$ cat src/rtl/erase_seq_pkg.sv
package erase_seq_pkg;

  localparam logic [7:0] ERASED_BYTE = 8'hFF;

  typedef enum logic [3:0] {
    ST_IDLE,
    ST_WDOG_ON,
    ST_ERASE,
    ST_ERASE_OFF,
    ST_SETTLE,
    ST_SCAN,
    ST_DUMMY,
    ST_LATCH,
    ST_READ,
    ST_CHECK,
    ST_BLK_END,
    ST_ROUND_END
  } seq_state_e;

  // Control-to-datapath strobes, one cycle each
  typedef struct packed {
    logic loadMask;
    logic roundInit;
    logic roundInc;
    logic tmrClr;
    logic blkClr;
    logic blkInc;
    logic offClr;
    logic offInc;
    logic failClr;
    logic sampleRd;
    logic dropBlk;
  } seq_strobe_t;

endpackage

$ cat src/rtl/erase_seq_dpath.sv
module erase_seq_dpath
  import erase_seq_pkg::*;
#(
  parameter int NUM_BLOCKS = 8,
  parameter int BLOCK_SIZE = 256,
  parameter int PULSE_CYC  = 2500000,
  parameter int SETTLE_CYC = 1000,
  parameter int LATCH_CYC  = 500,
  parameter int MAX_ROUNDS = 3000,
  localparam int ADDR_W    = $clog2(NUM_BLOCKS * BLOCK_SIZE)
) (
  input  logic                  clk,
  input  logic                  rstN,
  input  seq_strobe_t           strobe,
  input  logic [NUM_BLOCKS-1:0] blockMask,
  input  logic [7:0]            flashRdata,
  output logic [NUM_BLOCKS-1:0] eraseSel,
  output logic [ADDR_W-1:0]     flashAddr,
  output logic                  maskZero,
  output logic                  blkSel,
  output logic                  lastBlk,
  output logic                  lastOff,
  output logic                  pulseEnd,
  output logic                  settleEnd,
  output logic                  latchEnd,
  output logic                  failSeen,
  output logic                  roundLimit
);

  localparam int BLK_W   = $clog2(NUM_BLOCKS);
  localparam int OFF_W   = $clog2(BLOCK_SIZE);
  localparam int LONGEST = (PULSE_CYC > SETTLE_CYC)
                         ? ((PULSE_CYC > LATCH_CYC) ? PULSE_CYC : LATCH_CYC)
                         : ((SETTLE_CYC > LATCH_CYC) ? SETTLE_CYC : LATCH_CYC);
  localparam int TMR_W   = $clog2(LONGEST + 1);
  localparam int RND_W   = $clog2(MAX_ROUNDS + 1);

  localparam logic [TMR_W-1:0] PULSE_LAST  = TMR_W'(PULSE_CYC - 1);
  localparam logic [TMR_W-1:0] SETTLE_LAST = TMR_W'(SETTLE_CYC - 1);
  localparam logic [TMR_W-1:0] LATCH_LAST  = TMR_W'(LATCH_CYC - 1);
  localparam logic [BLK_W-1:0] BLK_LAST    = BLK_W'(NUM_BLOCKS - 1);
  localparam logic [OFF_W-1:0] OFF_LAST    = OFF_W'(BLOCK_SIZE - 1);
  localparam logic [RND_W-1:0] RND_LIMIT   = RND_W'(MAX_ROUNDS);

  logic [NUM_BLOCKS-1:0] maskQ;
  logic [BLK_W-1:0]      blkIdx;
  logic [OFF_W-1:0]      offQ;
  logic [TMR_W-1:0]      tmrQ;
  logic [RND_W-1:0]      roundQ;
  logic                  failQ;

  // Working mask: one update path per block
  for (genvar b = 0; b < NUM_BLOCKS; b++) begin : g_mask
    always_ff @(posedge clk) begin
      if (!rstN)
        maskQ[b] <= 1'b0;
      else if (strobe.loadMask)
        maskQ[b] <= blockMask[b];
      else if (strobe.dropBlk && (blkIdx == BLK_W'(b)))
        maskQ[b] <= 1'b0;
    end
  end

  always_ff @(posedge clk) begin
    if (!rstN) begin
      blkIdx <= '0;
      offQ   <= '0;
      tmrQ   <= '0;
      roundQ <= '0;
      failQ  <= 1'b0;
    end else begin
      if (strobe.blkClr)      blkIdx <= '0;
      else if (strobe.blkInc) blkIdx <= blkIdx + 1'b1;

      if (strobe.offClr)      offQ <= '0;
      else if (strobe.offInc) offQ <= offQ + 1'b1;

      if (strobe.tmrClr) tmrQ <= '0;
      else               tmrQ <= tmrQ + 1'b1;

      if (strobe.roundInit)     roundQ <= RND_W'(1);
      else if (strobe.roundInc) roundQ <= roundQ + 1'b1;

      if (strobe.failClr)       failQ <= 1'b0;
      else if (strobe.sampleRd) failQ <= failQ | (flashRdata != ERASED_BYTE);
    end
  end

  assign eraseSel   = maskQ;
  assign flashAddr  = ADDR_W'(blkIdx) * ADDR_W'(BLOCK_SIZE) + ADDR_W'(offQ);
  assign maskZero   = (maskQ == '0);
  assign blkSel     = maskQ[blkIdx];
  assign lastBlk    = (blkIdx == BLK_LAST);
  assign lastOff    = (offQ == OFF_LAST);
  assign pulseEnd   = (tmrQ == PULSE_LAST);
  assign settleEnd  = (tmrQ == SETTLE_LAST);
  assign latchEnd   = (tmrQ == LATCH_LAST);
  assign failSeen   = failQ;
  assign roundLimit = (roundQ >= RND_LIMIT);

  // between loads the mask only loses bits
  assert_mask_only_clears_R6: assert property (@(posedge clk) disable iff (!rstN)
    !strobe.loadMask |=> ((maskQ & ~$past(maskQ)) == '0));

  // a block is dropped only if selected and no mismatch was seen
  assert_drop_clean_block_R6: assert property (@(posedge clk) disable iff (!rstN)
    strobe.dropBlk |-> (!failQ && blkSel));

  // round counter never passes the limit
  assert_round_bound_R8: assert property (@(posedge clk) disable iff (!rstN)
    roundQ <= RND_LIMIT);

endmodule

$ cat src/rtl/erase_seq_ctrl.sv
module erase_seq_ctrl
  import erase_seq_pkg::*;
(
  input  logic        clk,
  input  logic        rstN,
  input  logic        start,
  input  logic        reqAny,
  input  logic        maskZero,
  input  logic        blkSel,
  input  logic        lastBlk,
  input  logic        lastOff,
  input  logic        pulseEnd,
  input  logic        settleEnd,
  input  logic        latchEnd,
  input  logic        failSeen,
  input  logic        roundLimit,
  output seq_strobe_t strobe,
  output logic        busy,
  output logic        done,
  output logic        error,
  output logic        wdogEn,
  output logic        eraseMode,
  output logic        verifyMode,
  output logic        flashWe,
  output logic        flashRe,
  output logic [7:0]  flashWdata
);

  seq_state_e stateQ, stateD;
  logic doneQ, doneD, errQ, errD;

  always_ff @(posedge clk) begin
    if (!rstN) begin
      stateQ <= ST_IDLE;
      doneQ  <= 1'b0;
      errQ   <= 1'b0;
    end else begin
      stateQ <= stateD;
      doneQ  <= doneD;
      errQ   <= errD;
    end
  end

  always_comb begin
    stateD = stateQ;
    doneD  = doneQ;
    errD   = errQ;
    strobe = '0;
    case (stateQ)
      ST_IDLE: begin
        if (start) begin
          errD = 1'b0;
          if (reqAny) begin
            doneD            = 1'b0;
            strobe.loadMask  = 1'b1;
            strobe.roundInit = 1'b1;
            stateD           = ST_WDOG_ON;
          end else begin
            doneD = 1'b1;
          end
        end
      end
      ST_WDOG_ON: begin
        strobe.tmrClr = 1'b1;
        stateD        = ST_ERASE;
      end
      ST_ERASE: begin
        if (pulseEnd) stateD = ST_ERASE_OFF;
      end
      ST_ERASE_OFF: begin
        strobe.tmrClr = 1'b1;
        strobe.blkClr = 1'b1;
        stateD        = ST_SETTLE;
      end
      ST_SETTLE: begin
        if (settleEnd) stateD = ST_SCAN;
      end
      ST_SCAN: begin
        if (blkSel) begin
          strobe.offClr  = 1'b1;
          strobe.failClr = 1'b1;
          stateD         = ST_DUMMY;
        end else if (lastBlk) begin
          stateD = ST_ROUND_END;
        end else begin
          strobe.blkInc = 1'b1;
        end
      end
      ST_DUMMY: begin
        strobe.tmrClr = 1'b1;
        stateD        = ST_LATCH;
      end
      ST_LATCH: begin
        if (latchEnd) stateD = ST_READ;
      end
      ST_READ: begin
        stateD = ST_CHECK;
      end
      ST_CHECK: begin
        strobe.sampleRd = 1'b1;
        if (lastOff) begin
          stateD = ST_BLK_END;
        end else begin
          strobe.offInc = 1'b1;
          stateD        = ST_READ;
        end
      end
      ST_BLK_END: begin
        strobe.dropBlk = !failSeen;
        if (lastBlk) begin
          stateD = ST_ROUND_END;
        end else begin
          strobe.blkInc = 1'b1;
          stateD        = ST_SCAN;
        end
      end
      ST_ROUND_END: begin
        if (maskZero) begin
          doneD  = 1'b1;
          stateD = ST_IDLE;
        end else if (roundLimit) begin
          errD   = 1'b1;
          stateD = ST_IDLE;
        end else begin
          strobe.roundInc = 1'b1;
          stateD          = ST_WDOG_ON;
        end
      end
      default: stateD = ST_IDLE;
    endcase
  end

  assign busy       = (stateQ != ST_IDLE);
  assign done       = doneQ;
  assign error      = errQ;
  assign wdogEn     = (stateQ == ST_WDOG_ON) || (stateQ == ST_ERASE) ||
                      (stateQ == ST_ERASE_OFF);
  assign eraseMode  = (stateQ == ST_ERASE);
  assign verifyMode = (stateQ == ST_SETTLE) || (stateQ == ST_SCAN) ||
                      (stateQ == ST_DUMMY) || (stateQ == ST_LATCH) ||
                      (stateQ == ST_READ) || (stateQ == ST_CHECK) ||
                      (stateQ == ST_BLK_END);
  assign flashWe    = (stateQ == ST_DUMMY);
  assign flashRe    = (stateQ == ST_READ);
  assign flashWdata = flashWe ? ERASED_BYTE : 8'h00;

  // watchdog enable covers the whole erase pulse
  assert_wdog_covers_erase_R2: assert property (@(posedge clk) disable iff (!rstN)
    eraseMode |-> wdogEn);

  // watchdog enable is already up the cycle before erase starts
  assert_wdog_leads_erase_R2: assert property (@(posedge clk) disable iff (!rstN)
    $rose(eraseMode) |-> $past(wdogEn));

  // erase and verify modes never overlap
  assert_modes_exclusive_R3: assert property (@(posedge clk) disable iff (!rstN)
    !(eraseMode && verifyMode));

  // flash accesses only in verify mode
  assert_access_in_verify_R4: assert property (@(posedge clk) disable iff (!rstN)
    (flashWe || flashRe) |-> verifyMode);

  // completion flags are exclusive and only shown when idle
  assert_flags_idle_R7: assert property (@(posedge clk) disable iff (!rstN)
    (done || error) |-> (!busy && !(done && error)));

endmodule

$ cat src/rtl/flash_erase_seq.sv
module flash_erase_seq
  import erase_seq_pkg::*;
#(
  parameter int NUM_BLOCKS = 8,
  parameter int BLOCK_SIZE = 256,
  parameter int PULSE_CYC  = 2500000,
  parameter int SETTLE_CYC = 1000,
  parameter int LATCH_CYC  = 500,
  parameter int MAX_ROUNDS = 3000,
  localparam int ADDR_W    = $clog2(NUM_BLOCKS * BLOCK_SIZE)
) (
  input  logic                  clk,
  input  logic                  rstN,
  input  logic                  start,
  input  logic [NUM_BLOCKS-1:0] blockMask,
  output logic                  busy,
  output logic                  done,
  output logic                  error,
  output logic                  wdogEn,
  output logic                  eraseMode,
  output logic                  verifyMode,
  output logic [NUM_BLOCKS-1:0] eraseSel,
  output logic                  flashWe,
  output logic                  flashRe,
  output logic [ADDR_W-1:0]     flashAddr,
  output logic [7:0]            flashWdata,
  input  logic [7:0]            flashRdata
);

  seq_strobe_t strobe;
  logic maskZero, blkSel, lastBlk, lastOff;
  logic pulseEnd, settleEnd, latchEnd, failSeen, roundLimit;

  erase_seq_ctrl ctrl_i (
    .clk        (clk),
    .rstN       (rstN),
    .start      (start),
    .reqAny     (|blockMask),
    .maskZero   (maskZero),
    .blkSel     (blkSel),
    .lastBlk    (lastBlk),
    .lastOff    (lastOff),
    .pulseEnd   (pulseEnd),
    .settleEnd  (settleEnd),
    .latchEnd   (latchEnd),
    .failSeen   (failSeen),
    .roundLimit (roundLimit),
    .strobe     (strobe),
    .busy       (busy),
    .done       (done),
    .error      (error),
    .wdogEn     (wdogEn),
    .eraseMode  (eraseMode),
    .verifyMode (verifyMode),
    .flashWe    (flashWe),
    .flashRe    (flashRe),
    .flashWdata (flashWdata)
  );

  erase_seq_dpath #(
    .NUM_BLOCKS (NUM_BLOCKS),
    .BLOCK_SIZE (BLOCK_SIZE),
    .PULSE_CYC  (PULSE_CYC),
    .SETTLE_CYC (SETTLE_CYC),
    .LATCH_CYC  (LATCH_CYC),
    .MAX_ROUNDS (MAX_ROUNDS)
  ) dpath_i (
    .clk        (clk),
    .rstN       (rstN),
    .strobe     (strobe),
    .blockMask  (blockMask),
    .flashRdata (flashRdata),
    .eraseSel   (eraseSel),
    .flashAddr  (flashAddr),
    .maskZero   (maskZero),
    .blkSel     (blkSel),
    .lastBlk    (lastBlk),
    .lastOff    (lastOff),
    .pulseEnd   (pulseEnd),
    .settleEnd  (settleEnd),
    .latchEnd   (latchEnd),
    .failSeen   (failSeen),
    .roundLimit (roundLimit)
  );

endmodule

$ cat config.mk
export PLATFORM = sky130hd
export DESIGN_NAME = flash_erase_seq
export DESIGN_NICKNAME = d
export VERILOG_FILES = /design/src/rtl/erase_seq_pkg.sv /design/src/rtl/erase_seq_dpath.sv /design/src/rtl/erase_seq_ctrl.sv /design/src/rtl/flash_erase_seq.sv
export SDC_FILE = /design/constraint.sdc
export NUM_CORES = 1
export LEC_CHECK = 0
export ABC_AREA = 1
export CAP_MARGIN = 15
export CORE_MARGIN = 4
export CORE_UTILIZATION = 40
export DETAILED_ROUTE_END_ITERATION = 10
export PLACE_DENSITY = 0.72
export SLEW_MARGIN = 40
export SYNTH_ARGS = -nofsm -noshare
export SYNTH_HDL_FRONTEND = slang
export SYNTH_SLANG_ARGS = --single-unit
$ cat constraint.sdc
create_clock -name clk -period 4 [get_ports clk]
set_input_delay 1 -clock clk [delete_from_list [all_inputs] [get_ports clk]]
set_output_delay 1 -clock clk [all_outputs]
set_load 0.02 [all_outputs]
Word-level counts from Yosys, hierarchy flattened
Cells that the tools add are included.
{ "op_classes": {"addsub": 5, "order_cmp": 2, "eq_ne": 32, "muxes": 58, "n_bitwise": 2, "reduce_logical": 40} }
{ "op_table": {"columns": ["op", "n"], "rows": [
  ["4-bit case mux with 12 select lines", 1],
  ["1-bit two-way mux", 39],
  ["4-bit two-way mux", 9],
  ["22-bit by 1-bit adder with 22-bit output (second input constant)", 1],
  ["22-bit by 10-bit equality test with 1-bit output (second input constant)", 1],
  ["22-bit equality test (second input constant)", 1],
  ["22-bit by 9-bit equality test with 1-bit output (second input constant)", 1],
  ["2-bit nonzero test", 10],
  ["4-bit by 3-bit equality test with 1-bit output (second input constant)", 4],
  ["4-bit equality test (second input constant)", 4],
  ["12-bit by 1-bit adder with 12-bit output (second input constant)", 1],
  ["3-bit equality test (second input constant)", 4],
  ["12-bit >= comparator (second input constant)", 1],
  ["2-bit by 1-bit != test with 1-bit output (second input constant)", 6],
  ["11-bit by 8-bit adder with 11-bit output", 1],
  ["8-bit by 1-bit adder with 8-bit output (second input constant)", 1],
  ["4-bit by 2-bit equality test with 1-bit output (second input constant)", 2],
  ["8-bit equality test (second input constant)", 1],
  ["1-bit logical AND", 8],
  ["8-bit logical NOT", 1],
  ["1-bit logical OR", 8],
  ["2-bit two-way mux", 4],
  ["8-bit two-way mux", 1],
  ["8-bit != test (second input constant)", 1],
  ["21 further kinds", 28]
]} }
{ "totals": {"register_bits": 60, "inputBits": 19, "out_inout_bits": 35, "elab_cells": 156} }

Logic depth before layout (Yosys ltp)
{ "depth": {"ltp_word": 7, "ltp_mapped": 13, "mapped_depth_nobuf": 13} }

By module
Synthesis repeated with hierarchy kept, for this count alone.
{ "unflattened": {"hier_cells": 546, "area_unflattened_um2": 3530.9} }
{ "by_module_without_submodules": {"columns": ["module", "n_inst", "cells_each", "area_each_um2", "seq_area_each_um2"], "rows": [
  ["erase_seq_dpath", 1, 416, 2842.7, 1081.0],
  ["erase_seq_ctrl", 1, 115, 631.9, 120.1],
  ["flash_erase_seq", 1, 15, 56.3, 0.0]
]} }

Worst setup path after synthesis
No wires, ideal clock.
{ "synth_path": {"path_kind": "reg-to-output", "start": "reg ctrl_i.stateQ[2]", "end": "out flashWdata[0]", "arrival_ns": 1.160, "required_ns": 3.000, "slack_ns": 1.840, "stages_incl_launch_ff": 6, "n_path_buf": 1, "path_cell_list": "dfxtp_1 -> nand2_2 -> inv_1 -> nand2_1 -> inv_1 -> buf_4"} }
{ "synth_between": {"elab_chain_cells": 2} }
{ "synth_lines": {"columns": ["item", "line", "text"], "rows": [
  ["start: declaration", "erase_seq_ctrl.sv:29", "seq_state_e stateQ, stateD;"],
  ["start signal: assignment", "erase_seq_ctrl.sv:38", "stateQ <= stateD;"],
  ["4-bit by 3-bit equality test with 1-bit output", "erase_seq_ctrl.sv:143", "assign flashWe = (stateQ == ST_DUMMY);"],
  ["via flashWe", "flash_erase_seq.sv:23", "output logic flashWe,"],
  ["8-bit two-way mux", "erase_seq_ctrl.sv:145", "assign flashWdata = flashWe ? ERASED_BYTE : 8'h00;"],
  ["end: declaration", "flash_erase_seq.sv:26", "output logic [7:0] flashWdata,"]
]} }
The timed path passes the listed nets, and every way through them passes these cells.

Worst setup path in the final report
{ "layout_path": {"start": "reg ctrl_i.stateQ[2]", "end": "out flashWdata[2]"} }
{ "layout_between": {"elab_chain_cells": 2} }
{ "layout_lines": {"columns": ["item", "line"], "rows": [
  ["4-bit by 3-bit equality test with 1-bit output", "erase_seq_ctrl.sv:143"],
  ["8-bit two-way mux", "erase_seq_ctrl.sv:145"]
]} }
Every way passes these cells.

==> flow_summary_export.csv <==
group,metric,value,unit
setup_path,crit_path_max_incr_delay,0.64,ns
sta,setup_viol,0,
sta,worst_slew_pin_slew,0.420,ns
final_layout,fin_area,4250,sq um
sta,skew,0.00856,ns
clock_tree,path_clk_slew,0.06,ns
clock_tree,cts_tree,"done",
sta,fin_crit,2.95,ns
sta,slew_violations,0,
placed_design,placed_cell_area,4080,sq um
synthesis,synth.largest_area_cell,"dfxtp_1",
placed_design,io_buffer_count,53,
sta,fin_crit_sh,0.737,
synthesis,syn-instance-count,523,
setup_path,cp_slowest_cell,"clkdlybuf4s50_1",
global_route,grt_pass1_vias,3010,
status,outcome,"finished, final reports clean",
routing,vias_per_cell,4.84,
setup_path,critPathLaunchType,"register",
setup_path,critPathBufInv,3,
final_layout,area_growth,21.2,%
floorplanning,core_area,8380,sq um
clock_tree,postCtsSetupBuffers,0,
setup_path,crit_arrival,1.95,ns
sta,rsz0062_at_grt,"no",
floorplanning,die_area,10300,sq um
routing,ant_nets,0,
setup_path,worst_path_most_repeated_cell,"inv_1",
setup_path,end_kind,"output port",
synthesis,yosysSeqAreaShare,0.342,
power,leakage,1.69,nW
routing,drc,0,
routing,routed_wl,7.76,mm
clock_tree,cts_resized,0,
routing,vias,3313,
setup_path,cp_top_family,"buffers and inverters",
floorplanning,chipWidth,102,um
final_layout,finalNonFillerCells,684,
sta,clock.fmax,0.339,GHz
placed_design,hpwl,6.07,mm
clock_tree,clk_latency,0.33,ns
power,peakVddDrop,0.162,mV
synthesis,synth.distinct_cells,36,
sta,fin_tns_setup,0,ns
floorplanning,fp.dieH,102,um
synthesis,synth_seq_cells,60,
clock_tree,htree_levels,3,
setup_path,critPathKind,"register to output port",
global_route,grt_use_total,0.155,
clock_tree,hold_buffers,0,
hold_path,worstHoldPathType,"register to register",
global_route,grt_max_degree,19,
routing,first_pass_iters,5,
synthesis,synth_warnings,0,
clock_tree,cts_buffer_depth,2,
sta,max_slew_margin,0.719,
setup_path,path_cells,"nand2_2, inv_1, nand2_1, inv_1, clkdlybuf4s50_1",
synthesis,syn_avg_cell_area,6.71,sq um
global_route,antenna_found_initial,0,
sta,hold_violations,0,
global_route,grt_pass1_wl,13.0,mm
floorplanning,initial_core_util,0.418,
final_layout,layout.nets,604,
setup_path,critPathMaxFanout,9,
placed_design,gp_congestion,0.898,
clock_tree,cts.sinks,60,
floorplanning,rows,33,
routing,drt-initial-drc-count,145,
clock_tree,cts_root_buffer,"clkbuf_8",
synthesis,netlist_area,3510,sq um
routing,wire_per_inst,11.3,um
synthesis,syn-num-nets,552,
job,cap_violations,0,
floorplanning,io_pins,54,
placed_design,place_inst,669,
clock_tree,cts_made_buffers,9,
power,power.density,431,nW/um^2
setup_path,cp.required,3.00,ns
power,power.total,1.83,mW
synthesis,synth_top_area_share,0.342,
final_layout,drive_above_1_share,0.104,
synthesis,synth.area.top_cells,"dfxtp_1 34%, nand2_1 13%, nor2_1 8.8%",
final_layout,diodes,0,
global_route,grt_overflow,0,
-- synth_stat cells (all sizes together) --
library cell	instances
a41oi	1
nand4	5
nand3	37
a221oi	1
clkbuf	1
or2	2
ha	10
o311ai	1
clkinv	1
nand3b	1
and2	1
nor3	15
o21ai	23
o21a	3
nor2	101
nand2	128
nor4	1
buf	11
dfxtp	60
nor3b	1
inv	70
xor2	10
a21oi	33
xnor2	5
o211ai	1
-- layout by cell type, fill, tap and decap left out, drive strengths merged --
| master | n |
|---|---|
| nand2 | 128 |
| a221oi | 1 |
| a41oi | 1 |
| nand4 | 5 |
| or2 | 2 |
| nand3b | 1 |
| a21oi | 33 |
| xor2 | 10 |
| clkbuf | 13 |
| clkdlybuf4s50 | 53 |
| xnor2 | 5 |
| o211ai | 1 |
| nor2 | 101 |
| o21a | 3 |
| dfxtp | 60 |
| o311ai | 1 |
| o21ai | 23 |
| nor3b | 1 |
| clkinv | 3 |
| ha | 10 |
| nand3 | 37 |
| inv | 70 |
| nor4 | 1 |
| and2 | 1 |
| nor3 | 15 |
-- power breakdown --
group	leakage, nW	switching, mW	total, mW	internal [mW]
registers	0.486	0.0672	0.720	0.653
clock network	0.0893	0.220	0.473	0.254
logic	1.11	0.391	0.639	0.248
total	1.69	0.678	1.83	1.15
-- per-stage QoR --
step / hold WS [ns] / util / setup WS [ns]
detailed placement: 0.438 / 0.487 / 1.17
global route: 0.467 / 0.507 / 0.855
global placement: 0.429 / 0.487 / 1.23
finish: 0.454 / 0.507 / 1.05
floorplan: 0.418 / - / 1.84
CTS: 0.452 / 0.507 / 1.01
-- cell families after synthesis --
kind of cell    synth area share
simple gates               0.387
flops                      0.342
xor+xnor                  0.0375
compound gates            0.0960
buf+inv                    0.101
fa+ha+maj                 0.0357
-- cell type report --
type	count	area, sq um
inverter	71	267
tap	105	131
multi-input combinational	380	1950
clock buffer	13	159
sequential	60	1200
fill	831	4130
clock inverter	2	10.0
timing repair buffer	53	531
-- flip-flops by register name, summed over array words and instances, names as in the netlist --
register / flops
dpath_i.failSeen: 1
dpath_i.tmrQ: 22
dpath_i.offQ: 8
ctrl_i.error: 1
dpath_i.eraseSel: 8
ctrl_i.stateQ: 4
dpath_i.roundQ: 12
ctrl_i.done: 1
dpath_i.blkIdx: 3
-- final timing paths --
kind | startpoint | endpoint | slack, ns | cells past startpoint
worst max-delay path | ctrl_i.stateQ[2]$_SDFFE_PN0P_ | flashWdata[2] | 1.05 | 5
worst min-delay path | dpath_i.tmrQ[0]$_SDFF_PP0_ | dpath_i.tmrQ[0]$_SDFF_PP0_ | 0.45 | 1
worst max register to register | ctrl_i.stateQ[0]$_SDFFE_PN0P_ | dpath_i.roundQ[7]$_SDFFE_PP0P_ | 2.27 | 10
worst min register to register | dpath_i.tmrQ[0]$_SDFF_PP0_ | dpath_i.tmrQ[0]$_SDFF_PP0_ | 0.45 | 1
-- layer usage --
| layer | vias up | share of wire | GRT usage |
|---|---|---|---|
| li1 | 1752 | - | - |
| met1 | 1475 | 0.48 | 0.199 |
| met2 | 73 | 0.45 | 0.251 |
| met3 | 13 | 0.048 | 0.0344 |
| met4 | 0 | 0.018 | 0.0644 |
| met5 | - | 0 | 0 |
No activity file was read; power rests on OpenSTA's default activity.
